[src/rtl/nev_pkg.sv]
package nev_pkg;

  typedef enum logic [1:0] {
    ST_IDLE  = 2'd0,
    ST_SECT  = 2'd1,
    ST_BLANK = 2'd2
  } nev_state_e;

  localparam logic [3:0] NEV_UNCORR  = 4'hF;
  localparam logic [7:0] ERASED_BYTE = 8'hFF;

endpackage

[src/rtl/nev_sector_pick.sv]
module nev_sector_pick #(
  parameter int STAT_WORDS = 4,
  localparam int NSEC  = STAT_WORDS * 4,
  localparam int SEC_W = (NSEC > 1) ? $clog2(NSEC) : 1
) (
  input  logic [STAT_WORDS*32-1:0] stat_words,
  input  logic [SEC_W-1:0]         sec_idx,
  output logic [3:0]               count
);

  logic [3:0] lane [NSEC];

  // Lowest sector of each word lives in the top byte.
  for (genvar s = 0; s < NSEC; s++) begin : g_lane
    localparam int LSB = 32 * (s / 4) + (3 - (s % 4)) * 8;
    assign lane[s] = stat_words[LSB +: 4];
  end

  always_comb begin
    count = 4'h0;
    for (int k = 0; k < NSEC; k++) begin
      if (sec_idx == SEC_W'(k)) count = lane[k];
    end
  end

endmodule

[src/rtl/nev_blank_scan.sv]
module nev_blank_scan
  import nev_pkg::*;
#(
  parameter int ADDR_W     = 17,
  parameter int LEN_W      = 13,
  parameter int SPARE_SKIP = 8
) (
  input  logic              clk,
  input  logic              rst,
  input  logic              go,
  input  logic [ADDR_W-1:0] base,
  input  logic [LEN_W-1:0]  main_len,
  input  logic [LEN_W-1:0]  ecc_len,
  output logic              rd_en,
  output logic [ADDR_W-1:0] rd_addr,
  input  logic [7:0]        rd_data,
  output logic              fin,
  output logic              erased
);

  logic             active;
  logic             data_vld;
  logic [LEN_W:0]   idx;
  logic [LEN_W:0]   total;
  logic [ADDR_W-1:0] next_addr;
  logic             more;
  logic             bad;

  assign total = {1'b0, main_len} + {1'b0, ecc_len};
  assign more  = (idx != total);
  assign bad   = data_vld && (rd_data != ERASED_BYTE);

  // Main bytes are contiguous; check bytes skip the spare header.
  always_comb begin
    if (idx < {1'b0, main_len}) next_addr = base + ADDR_W'(idx);
    else                        next_addr = base + ADDR_W'(idx) + ADDR_W'(SPARE_SKIP);
  end

  always_ff @(posedge clk) begin
    if (rst) begin
      active   <= 1'b0;
      data_vld <= 1'b0;
      idx      <= '0;
      rd_en    <= 1'b0;
      rd_addr  <= '0;
      fin      <= 1'b0;
      erased   <= 1'b0;
    end else begin
      fin <= 1'b0;
      if (go) begin
        active   <= 1'b1;
        idx      <= '0;
        data_vld <= 1'b0;
        rd_en    <= 1'b0;
      end else if (active) begin
        if (bad) begin
          active   <= 1'b0;
          fin      <= 1'b1;
          erased   <= 1'b0;
          rd_en    <= 1'b0;
          data_vld <= 1'b0;
        end else if (!more && !rd_en && !data_vld) begin
          active <= 1'b0;
          fin    <= 1'b1;
          erased <= 1'b1;
        end else begin
          rd_en    <= more;
          data_vld <= rd_en;
          if (more) begin
            rd_addr <= next_addr;
            idx     <= idx + (LEN_W+1)'(1);
          end
        end
      end
    end
  end

endmodule

[src/rtl/nand_ecc_verdict.sv]
module nand_ecc_verdict
  import nev_pkg::*;
#(
  parameter int SECTOR_BYTES  = 512,
  parameter int STAT_WORDS    = 4,
  parameter int MAX_STEPS     = 8,
  parameter int MAX_BUFS      = 16,
  parameter int MAX_ECC_BPS   = 16,
  parameter int ECC_SPARE_OFS = 8,
  localparam int NSEC     = STAT_WORDS * 4,
  localparam int SEC_W    = (NSEC > 1) ? $clog2(NSEC) : 1,
  localparam int BUF_W    = (MAX_BUFS > 1) ? $clog2(MAX_BUFS) : 1,
  localparam int STEP_W   = $clog2(MAX_STEPS + 1),
  localparam int EBPS_W   = $clog2(MAX_ECC_BPS + 1),
  localparam int PAGE_MAX = MAX_STEPS * SECTOR_BYTES,
  localparam int ADDR_W   = $clog2(MAX_BUFS * 2 * PAGE_MAX),
  localparam int LEN_W    = $clog2(PAGE_MAX + MAX_STEPS * MAX_ECC_BPS + 1),
  localparam int CNT_W    = $clog2(14 * MAX_STEPS + 1)
) (
  input  logic                    clk,
  input  logic                    rst,
  input  logic                    start,
  input  logic [STAT_WORDS*32-1:0] stat_words,
  input  logic [BUF_W-1:0]        buf_idx,
  input  logic [STEP_W-1:0]       steps,
  input  logic [EBPS_W-1:0]       ecc_bps,
  output logic                    rd_en,
  output logic [ADDR_W-1:0]       rd_addr,
  input  logic [7:0]              rd_data,
  output logic                    done,
  output logic [CNT_W-1:0]        corr_count,
  output logic                    uncorr
);

  nev_state_e               state;
  logic [STAT_WORDS*32-1:0] stat_q;
  logic [SEC_W-1:0]         sec_q;
  logic [STEP_W-1:0]        left_q;
  logic [CNT_W-1:0]         sum_q;
  logic [ADDR_W-1:0]        base_q;
  logic [LEN_W-1:0]         mlen_q;
  logic [LEN_W-1:0]         elen_q;
  logic                     scan_go;
  logic                     scan_fin;
  logic                     scan_erased;
  logic [3:0]               sec_cnt;
  logic                     busy;

  logic [SEC_W-1:0]  first_sec;
  logic [ADDR_W-1:0] base_calc;
  logic [LEN_W-1:0]  mlen_calc;
  logic [LEN_W-1:0]  elen_calc;

  assign first_sec = SEC_W'(32'(buf_idx) * 32'(steps));
  assign base_calc = ADDR_W'(32'(buf_idx) * 32'(steps) * 32'(2 * SECTOR_BYTES));
  assign mlen_calc = LEN_W'(32'(steps) * 32'(SECTOR_BYTES));
  assign elen_calc = LEN_W'(32'(steps) * 32'(ecc_bps));
  assign busy      = (state != ST_IDLE);

  nev_sector_pick #(
    .STAT_WORDS(STAT_WORDS)
  ) u_pick (
    .stat_words(stat_q),
    .sec_idx   (sec_q),
    .count     (sec_cnt)
  );

  nev_blank_scan #(
    .ADDR_W    (ADDR_W),
    .LEN_W     (LEN_W),
    .SPARE_SKIP(ECC_SPARE_OFS)
  ) u_scan (
    .clk     (clk),
    .rst     (rst),
    .go      (scan_go),
    .base    (base_q),
    .main_len(mlen_q),
    .ecc_len (elen_q),
    .rd_en   (rd_en),
    .rd_addr (rd_addr),
    .rd_data (rd_data),
    .fin     (scan_fin),
    .erased  (scan_erased)
  );

  always_ff @(posedge clk) begin
    if (rst) begin
      state      <= ST_IDLE;
      stat_q     <= '0;
      sec_q      <= '0;
      left_q     <= '0;
      sum_q      <= '0;
      base_q     <= '0;
      mlen_q     <= '0;
      elen_q     <= '0;
      scan_go    <= 1'b0;
      done       <= 1'b0;
      corr_count <= '0;
      uncorr     <= 1'b0;
    end else begin
      done    <= 1'b0;
      scan_go <= 1'b0;
      case (state)
        ST_IDLE: begin
          if (start) begin
            stat_q <= stat_words;
            sec_q  <= first_sec;
            left_q <= steps;
            sum_q  <= '0;
            base_q <= base_calc;
            mlen_q <= mlen_calc;
            elen_q <= elen_calc;
            state  <= ST_SECT;
          end
        end
        ST_SECT: begin
          if (left_q == '0) begin
            done       <= 1'b1;
            corr_count <= sum_q;
            uncorr     <= 1'b0;
            state      <= ST_IDLE;
          end else if (sec_cnt == NEV_UNCORR) begin
            scan_go <= 1'b1;
            state   <= ST_BLANK;
          end else begin
            sum_q  <= sum_q + CNT_W'(sec_cnt);
            sec_q  <= sec_q + SEC_W'(1);
            left_q <= left_q - STEP_W'(1);
          end
        end
        ST_BLANK: begin
          if (scan_fin) begin
            done       <= 1'b1;
            corr_count <= sum_q;
            uncorr     <= !scan_erased;
            state      <= ST_IDLE;
          end
        end
        default: state <= ST_IDLE;
      endcase
    end
  end

endmodule

[config.mk]
export PLATFORM = sky130hd
export DESIGN_NAME = nand_ecc_verdict
export DESIGN_NICKNAME = d
export VERILOG_FILES = /design/src/rtl/nev_pkg.sv /design/src/rtl/nev_sector_pick.sv /design/src/rtl/nev_blank_scan.sv /design/src/rtl/nand_ecc_verdict.sv
export SDC_FILE = /design/constraint.sdc
export NUM_CORES = 1
export LEC_CHECK = 0
export BUFFER_PORTS_ARGS = -buffer_cell sky130_fd_sc_hd__buf_2
export CORE_ASPECT_RATIO = 0.75
export CORE_UTILIZATION = 57
export CTS_BUF_LIST = sky130_fd_sc_hd__clkbuf_4 sky130_fd_sc_hd__clkbuf_8
export DETAILED_ROUTE_END_ITERATION = 10
export GPL_ROUTABILITY_DRIVEN = 0
export GPL_TIMING_DRIVEN = 1
export HOLD_SLACK_MARGIN = 0.03
export PLACE_DENSITY_LB_ADDON = 0.25
export SLEW_MARGIN = 25
export SYNTH_ARGS = -nofsm -noshare
export SYNTH_HDL_FRONTEND = slang
export SYNTH_SLANG_ARGS = --single-unit
[constraint.sdc]
create_clock -name clk -period 3.4 [get_ports clk]
set_input_delay 0.17 -clock clk [delete_from_list [all_inputs] [get_ports clk]]
set_output_delay 0.17 -clock clk [all_outputs]
set_load 0.03 [all_outputs]
======== Word level (Yosys, flattened, before mapping) ========
Index checks and enable logic that the tools add are counted.
storage, ports and cells
  flip-flop bits (word level) ............. 207
  latch bits .............................. 0
  RAM bits ................................ 0
  memory bits (read-only) ................. 0
  input port bits ......................... 152
  output and inout bits ................... 27
  word-level logic and storage cells ...... 141
  memories kept ........................... 0
operators by class
  $add $sub $neg .......................... 7
  multiply operators ...................... 2
  divide/modulo/power cells ............... 0
  magnitude comparators ................... 1
  equality and inequality tests ........... 27
  shifts and indexed selects .............. 0
  muxes and demuxes ....................... 56
  bitwise logic cells ..................... 5
  reductions and logical operators ........ 24
operators by type and width
  cell                                                             count
  4-bit two-way mux                                                22
  4-bit == test, second input constant                             9
  7-bit two-way mux                                                5
  7-bit one-hot mux with 2 select lines                            2
  17-bit by 14-bit adder with 17-bit output                        1
  17-bit by 4-bit adder with 17-bit output, second input constant  1
  1-bit two-way mux                                                17
  17-bit two-way mux                                               1
  4-bit by 3-bit == test with 1-bit output, second input constant  4
  4-bit one-hot mux with 2 select lines                            2
  13-bit by 9-bit adder with 14-bit output                         1
  14-bit by 1-bit adder with 14-bit output, second input constant  1
  14-bit by 13-bit < comparator with 1-bit output                  1
  14-bit != test                                                   1
  4-bit by 5-bit multiplier with 9-bit output                      1
  3-bit AND reduction                                              3
  4-bit by 2-bit == test with 1-bit output, second input constant  2
  4-bit logical NOT                                                2
  2-bit two-way mux                                                4
  2-bit != test, second input constant                             4
  8-bit != test, second input constant                             1
  4-bit AND reduction                                              2
  7-bit by 4-bit adder with 7-bit output                           1
  4-bit by 4-bit multiplier with 7-bit output                      1
  18 further kinds                                                 33

======== Longest topological paths before layout ========
  depth in word-level cells ............... 21
  mapped depth ............................ 18
  mapped depth without buffers ............ 16

======== By module ========
Synthesis repeated with hierarchy kept, for this count alone.
second synthesis, totals
  cells, all modules ...................... 1529
  area total of the unflattened synthesis .. 12279.3 µm²
by module, submodules not included
  module            instances  cells each  area each (µm²)  seq. area each (µm²)
  nand_ecc_verdict  1          911         7399.6           3503.4
  nev_blank_scan    1          527         4147.7           720.7
  nev_sector_pick   1          91          732.0            0.0

======== Worst setup path after synthesis ========
Ideal clock, no wire load.
  path type ............................... input -> register
  start point ............................. input port steps[3]
  end point ............................... register elen_q[8]
  library setup time ...................... 0.070 ns
  arrival time ............................ 3.051 ns
  path slack .............................. 0.279 ns
  stages .................................. 13
  cell sequence ........................... clkbuf_1 -> nand2_1 -> fa_1 -> fa_1 -> inv_1 -> fa_1 -> a21o_1 -> a21o_1 -> a21o_1 -> a21oi_1 -> xnor2_1 -> nand2_1 -> a21oi_1
on the way
  cells in the longest elaborated chain, start to end .. 1
ends and longest elaborated chain
  what                                         RTL line                 RTL
  start: declaration                           nand_ecc_verdict.sv:25   input logic [STEP_W-1:0] steps,
  4-bit by 5-bit multiplier with 9-bit output  nand_ecc_verdict.sv:57   assign elen_calc = LEN_W'(32'(steps) * 32'(ecc_bps));
  end signal: assignment                       nand_ecc_verdict.sv:112  elen_q <= elen_calc;
  end: declaration                             nand_ecc_verdict.sv:42   logic [LEN_W-1:0] elen_q;
No other way between the ends.
A chain may end at the register's enable or synchronous reset.

======== Worst setup path after layout ========
  start point ............................. register sec_q[0]
  end point ............................... register sum_q[4]
on the way
  cells in the longest elaborated chain, start to end .. 21
  elaborated cells on any way between the ends .. 39
ends and longest elaborated chain
  what                                    RTL line                 RTL
  start: declaration                      nand_ecc_verdict.sv:37   logic [SEC_W-1:0] sec_q;
  start signal: assignment                nand_ecc_verdict.sv:107  sec_q <= first_sec;
  start signal: assignment                nand_ecc_verdict.sv:127  sec_q <= sec_q + SEC_W'(1);
  4-bit logical NOT                       nev_sector_pick.sv:22    if (sec_idx == SEC_W'(k)) count = lane[k];
  4-bit two-way mux (15 in series)        nev_sector_pick.sv:22
  4-bit two-way mux (*)                   nev_sector_pick.sv:22
  7-bit by 4-bit adder with 7-bit output  nand_ecc_verdict.sv:126  sum_q <= sum_q + CNT_W'(sec_cnt);
  7-bit two-way mux                       nand_ecc_verdict.sv:122  end else if (sec_cnt == NEV_UNCORR) begin
  7-bit two-way mux                       nand_ecc_verdict.sv:117  if (left_q == '0) begin
  7-bit one-hot mux with 2 select lines   nand_ecc_verdict.sv:103  case (state)
  end signal: assignment                  nand_ecc_verdict.sv:126
  end: declaration                        nand_ecc_verdict.sv:39   logic [CNT_W-1:0] sum_q;
Every way passes the cells marked *; elsewhere a longest branch is shown, timed or not. The select of a mux whose other input is x is not followed.

==> results_dict.tcl <==
set metrics [dict create \
    initial_core_util_pct 59.0 \
    syn_avg_cell_area_um2 7.86 \
    die_h_um 106 \
    p_clk_share_pct 31.3 \
    r2r_cells 17 \
    cell_internal_pwr_mw 3.17 \
    seq_power_share_pct 40.4 \
    syn_nets 1253 \
    most-common-layout-cells "217 x nand2_1, 145 x dfxtp_1, 131 x a21oi_1, 112 x buf_2, 72 x nor2_1" \
    drt_first_pass_iters 5 \
    reg2reg_slack_ps 150 \
    dr.first_iter.drc_count 628 \
    viasPerCell 5.58 \
    use_met1_pct 43.4 \
    grt_pass1_wl_um 35400 \
    drv_slew 0 \
    rsz0062_at_grt "false" \
    min-delay-start "ecc_bps[0]" \
    place_area_um2 8910 \
    p_leak_nw 4.25 \
    fin_setup_tns_ps 0 \
    timing.fmax_ghz 0.307 \
    cap_violations 0 \
    grt_antenna_before_repair 0 \
    power.net_switching_mw 1.59 \
    clock-sinks 147 \
    area_growth_pct 22.5 \
    pre_cts_slack_ps 115 \
    setup_ws_ps 147 \
    min_path_type "in2reg" \
    whs_endpoint "elen_q[0]$_SDFFE_PP0P_" \
    cp_max_fo 9 \
    synth-edff-count 0 \
    ctsLongestPathBuffers 2 \
    busiest_layer "met2" \
    clk_pin_slew_worst_paths_ps 80 \
    cp_common_cell "a21oi_1" \
    ctsHtreeMaxLevel 4 \
    power_density_nw_per_um2 474 \
    slowest_delay_ps 370 \
    path_buf_inv 3 \
    dp_hpwl_um 14600 \
    timing.rr.start "sec_q[0]$_SDFFE_PP0P_" \
    grt-ovfl-total 0 \
    syn-instance-count 1043 \
    ant_nets 0 \
    cp-end-kind "register" \
    drc 0 \
    fillers 1084 \
    fin_skew_ps 10.5 \
    combPwrFrac_pct 28.3 \
    cts_tree "yes" \
    track_usage_pct 30.0 \
    peakVddDrop_mv 0.319 \
    n_antenna_cell 0 \
    min_path_cells 3 \
    crit_arrival_ps 3640 \
    cts_root_buf "clkbuf_8" \
    final_util_pct 72.3 \
    wl_per_cell_um 15.4 \
    slew_headroom_pct 46.7 \
    finalCriticalPeriod_ps 3250 \
    crit_chain "inv_1 -> ha_2 -> buf_4 -> a21oi_1 -> a21oi_1 -> a211oi_1 -> nor2_1 -> or2_2 -> ha_1 -> inv_1 -> fa_1 -> nor2b_1 -> o21ai_0 -> nand2b_1 -> nand2_1 -> or3_1 -> a21oi_1" \
    clk_latency_ps 460 \
    drt-total-wl_um 21400 \
    async_flop_share_pct 0 \
    cts_buffers 17 \
    drive_gt1_share_pct 16.6 \
    dieWidth_um 141 \
    num_io_pins 179 \
    via_count 7750 \
    yosysWarnings 0 \
    status "completed" \
    fp.coreArea_um2 13900 \
    grt.met2_usage_pct 45.2 \
    synth_flop_cell "dfxtp_1" \
    crit_required_ps 3790 \
    startpoint_type "register" \
    layout.nets 1410 \
    crit_slowest_cell "fa_1" \
    met3_usage_pct 5.86 \
    period_share_pct 95.7 \
    ys_seq_elements 147 \
    dieArea_um2 14900 \
    setup.worst_path.class "reg2reg" \
    switching_share_pct 33.4 \
    crit_family "simple AND/OR/NAND/NOR gates" \
    design_area_um2 10000 \
    worstReg2RegEnd "sum_q[4]$_SDFFE_PP0P_" \
    worstMarginPinSlew_ps 799 \
    port_buffers 114 \
    syn_area_um2 8200 \
    ys_seq_area_share_pct 35.9 \
    rows 37 \
    finalHoldViolations 0 \
    grt_pass1_vias 7301 \
    final_common_cell "nand2_1" \
    synth_cell_type_count 65 \
    setup-violations-final 0 \
    grt_max_degree 85 \
]
per-layer routing:
layer	share of wire [%]	wire length, µm
met1	48	10300
met2	42	9040
met3	7.6	1630
met4	1.6	341
met5	0	0
cell type report:
type	count	area (µm²)	share of cell area, %
Inverter	44	165	1.64
Clock inverter	13	174	1.73
Timing Repair Buffer	206	1460	14.5
Tap cell	175	219	2.18
Clock buffer	19	255	2.54
Sequential cell	147	2950	29.3
Multi-Input combinational cell	784	4830	48.1
stage by stage:
step	cells	hold WS (ps)	power, mW
after floorplan	1043	306	2.82
after global placement	1291	414	3.15
after detailed placement	1291	415	3.18
after CTS	1388	32.9	4.71
after global routing	1388	48.2	5.01
final	1388	47.5	4.76
registers in the layout, summed over array words and instances (netlist names), 7 cells and up:
register and flops:
corr_count 7, base_q 7, elen_q 9, sum_q 7, u_scan.idx 14, u_scan.rd_addr 17, stat_q 64
synth_stat cells (10+ instances only):
cell | instances | area, µm²
a211oi_1 | 24 | 180
a21o_1 | 13 | 97.6
a21oi_1 | 132 | 661
and2_1 | 21 | 131
buf_1 | 10 | 37.5
buf_2 | 12 | 60.1
clkbuf_1 | 39 | 146
dfxtp_1 | 147 | 2940
fa_1 | 12 | 240
ha_1 | 46 | 576
inv_1 | 43 | 161
mux2i_1 | 15 | 150
nand2_1 | 218 | 818
nand2b_1 | 10 | 62.6
nand3_1 | 28 | 140
nor2_1 | 73 | 274
nor2b_1 | 15 | 93.8
o21ai_0 | 21 | 105
or3_1 | 12 | 75.1
xnor2_1 | 30 | 263
xor2_1 | 16 | 140
how the worst max path moves through the flow:
stage                             end                   from  depth (start not counted)
6_report        sum_q[4]$_SDFFE_PP0P_  sec_q[0]$_SDFFE_PP0P_                         17
5_1_grt         sum_q[4]$_SDFFE_PP0P_  sec_q[0]$_SDFFE_PP0P_                         16
4_1_cts         sum_q[4]$_SDFFE_PP0P_  sec_q[0]$_SDFFE_PP0P_                         16
3_5_place_dp    sum_q[4]$_SDFFE_PP0P_  sec_q[0]$_SDFFE_PP0P_                         16
3_3_place_gp    sum_q[4]$_SDFFE_PP0P_  sec_q[0]$_SDFFE_PP0P_                         17
2_1_floorplan  elen_q[8]$_SDFFE_PP0P_               steps[3]                         13
kinds of logic after synthesis:
logic type | Yosys count | share of synthesized area (%)
xor gates and xnor gates | 46 | 4.91
DFF | 147 | 35.9
AOI/OAI and AO/OA | 249 | 18.9
muxes | 16 | 1.97
adders and majority gates | 58 | 9.95
and+or+nand+nor | 415 | 22.6
buffers and inverters | 112 | 5.81
timing repair:
action,CTS,global route
buffers inserted,0,0
endpoints found under the setup margin,0,13
endpoints found under the hold margin,65,0
gates resized for setup,0,14
hold buffers,65,0
power groups by stage:
stage | clock (mW) | combinational (mW) | sequential (mW)
2_1_floorplan | 0 | 0.896 | 1.92
6_report | 1.49 | 1.35 | 1.92
3_3_place_gp | 0 | 1.20 | 1.95
4_1_cts | 1.50 | 1.29 | 1.92
5_1_grt | 1.58 | 1.50 | 1.93
3_5_place_dp | 0 | 1.23 | 1.95
worst reg2reg max path, stage by stage (launching register included):
cell and delay (ps):
dfxtp_2 350, inv_1 140, ha_2 340, buf_4 190, a21oi_1 90, a21oi_1 300, a211oi_1 90, nor2_1 180
or2_2 140, ha_1 160, inv_1 50, fa_1 370, nor2b_1 110, o21ai_0 80, nand2b_1 90, nand2_1 70
or3_1 300, a21oi_1 140
Note: power is estimated with default switching activity, not from simulation.
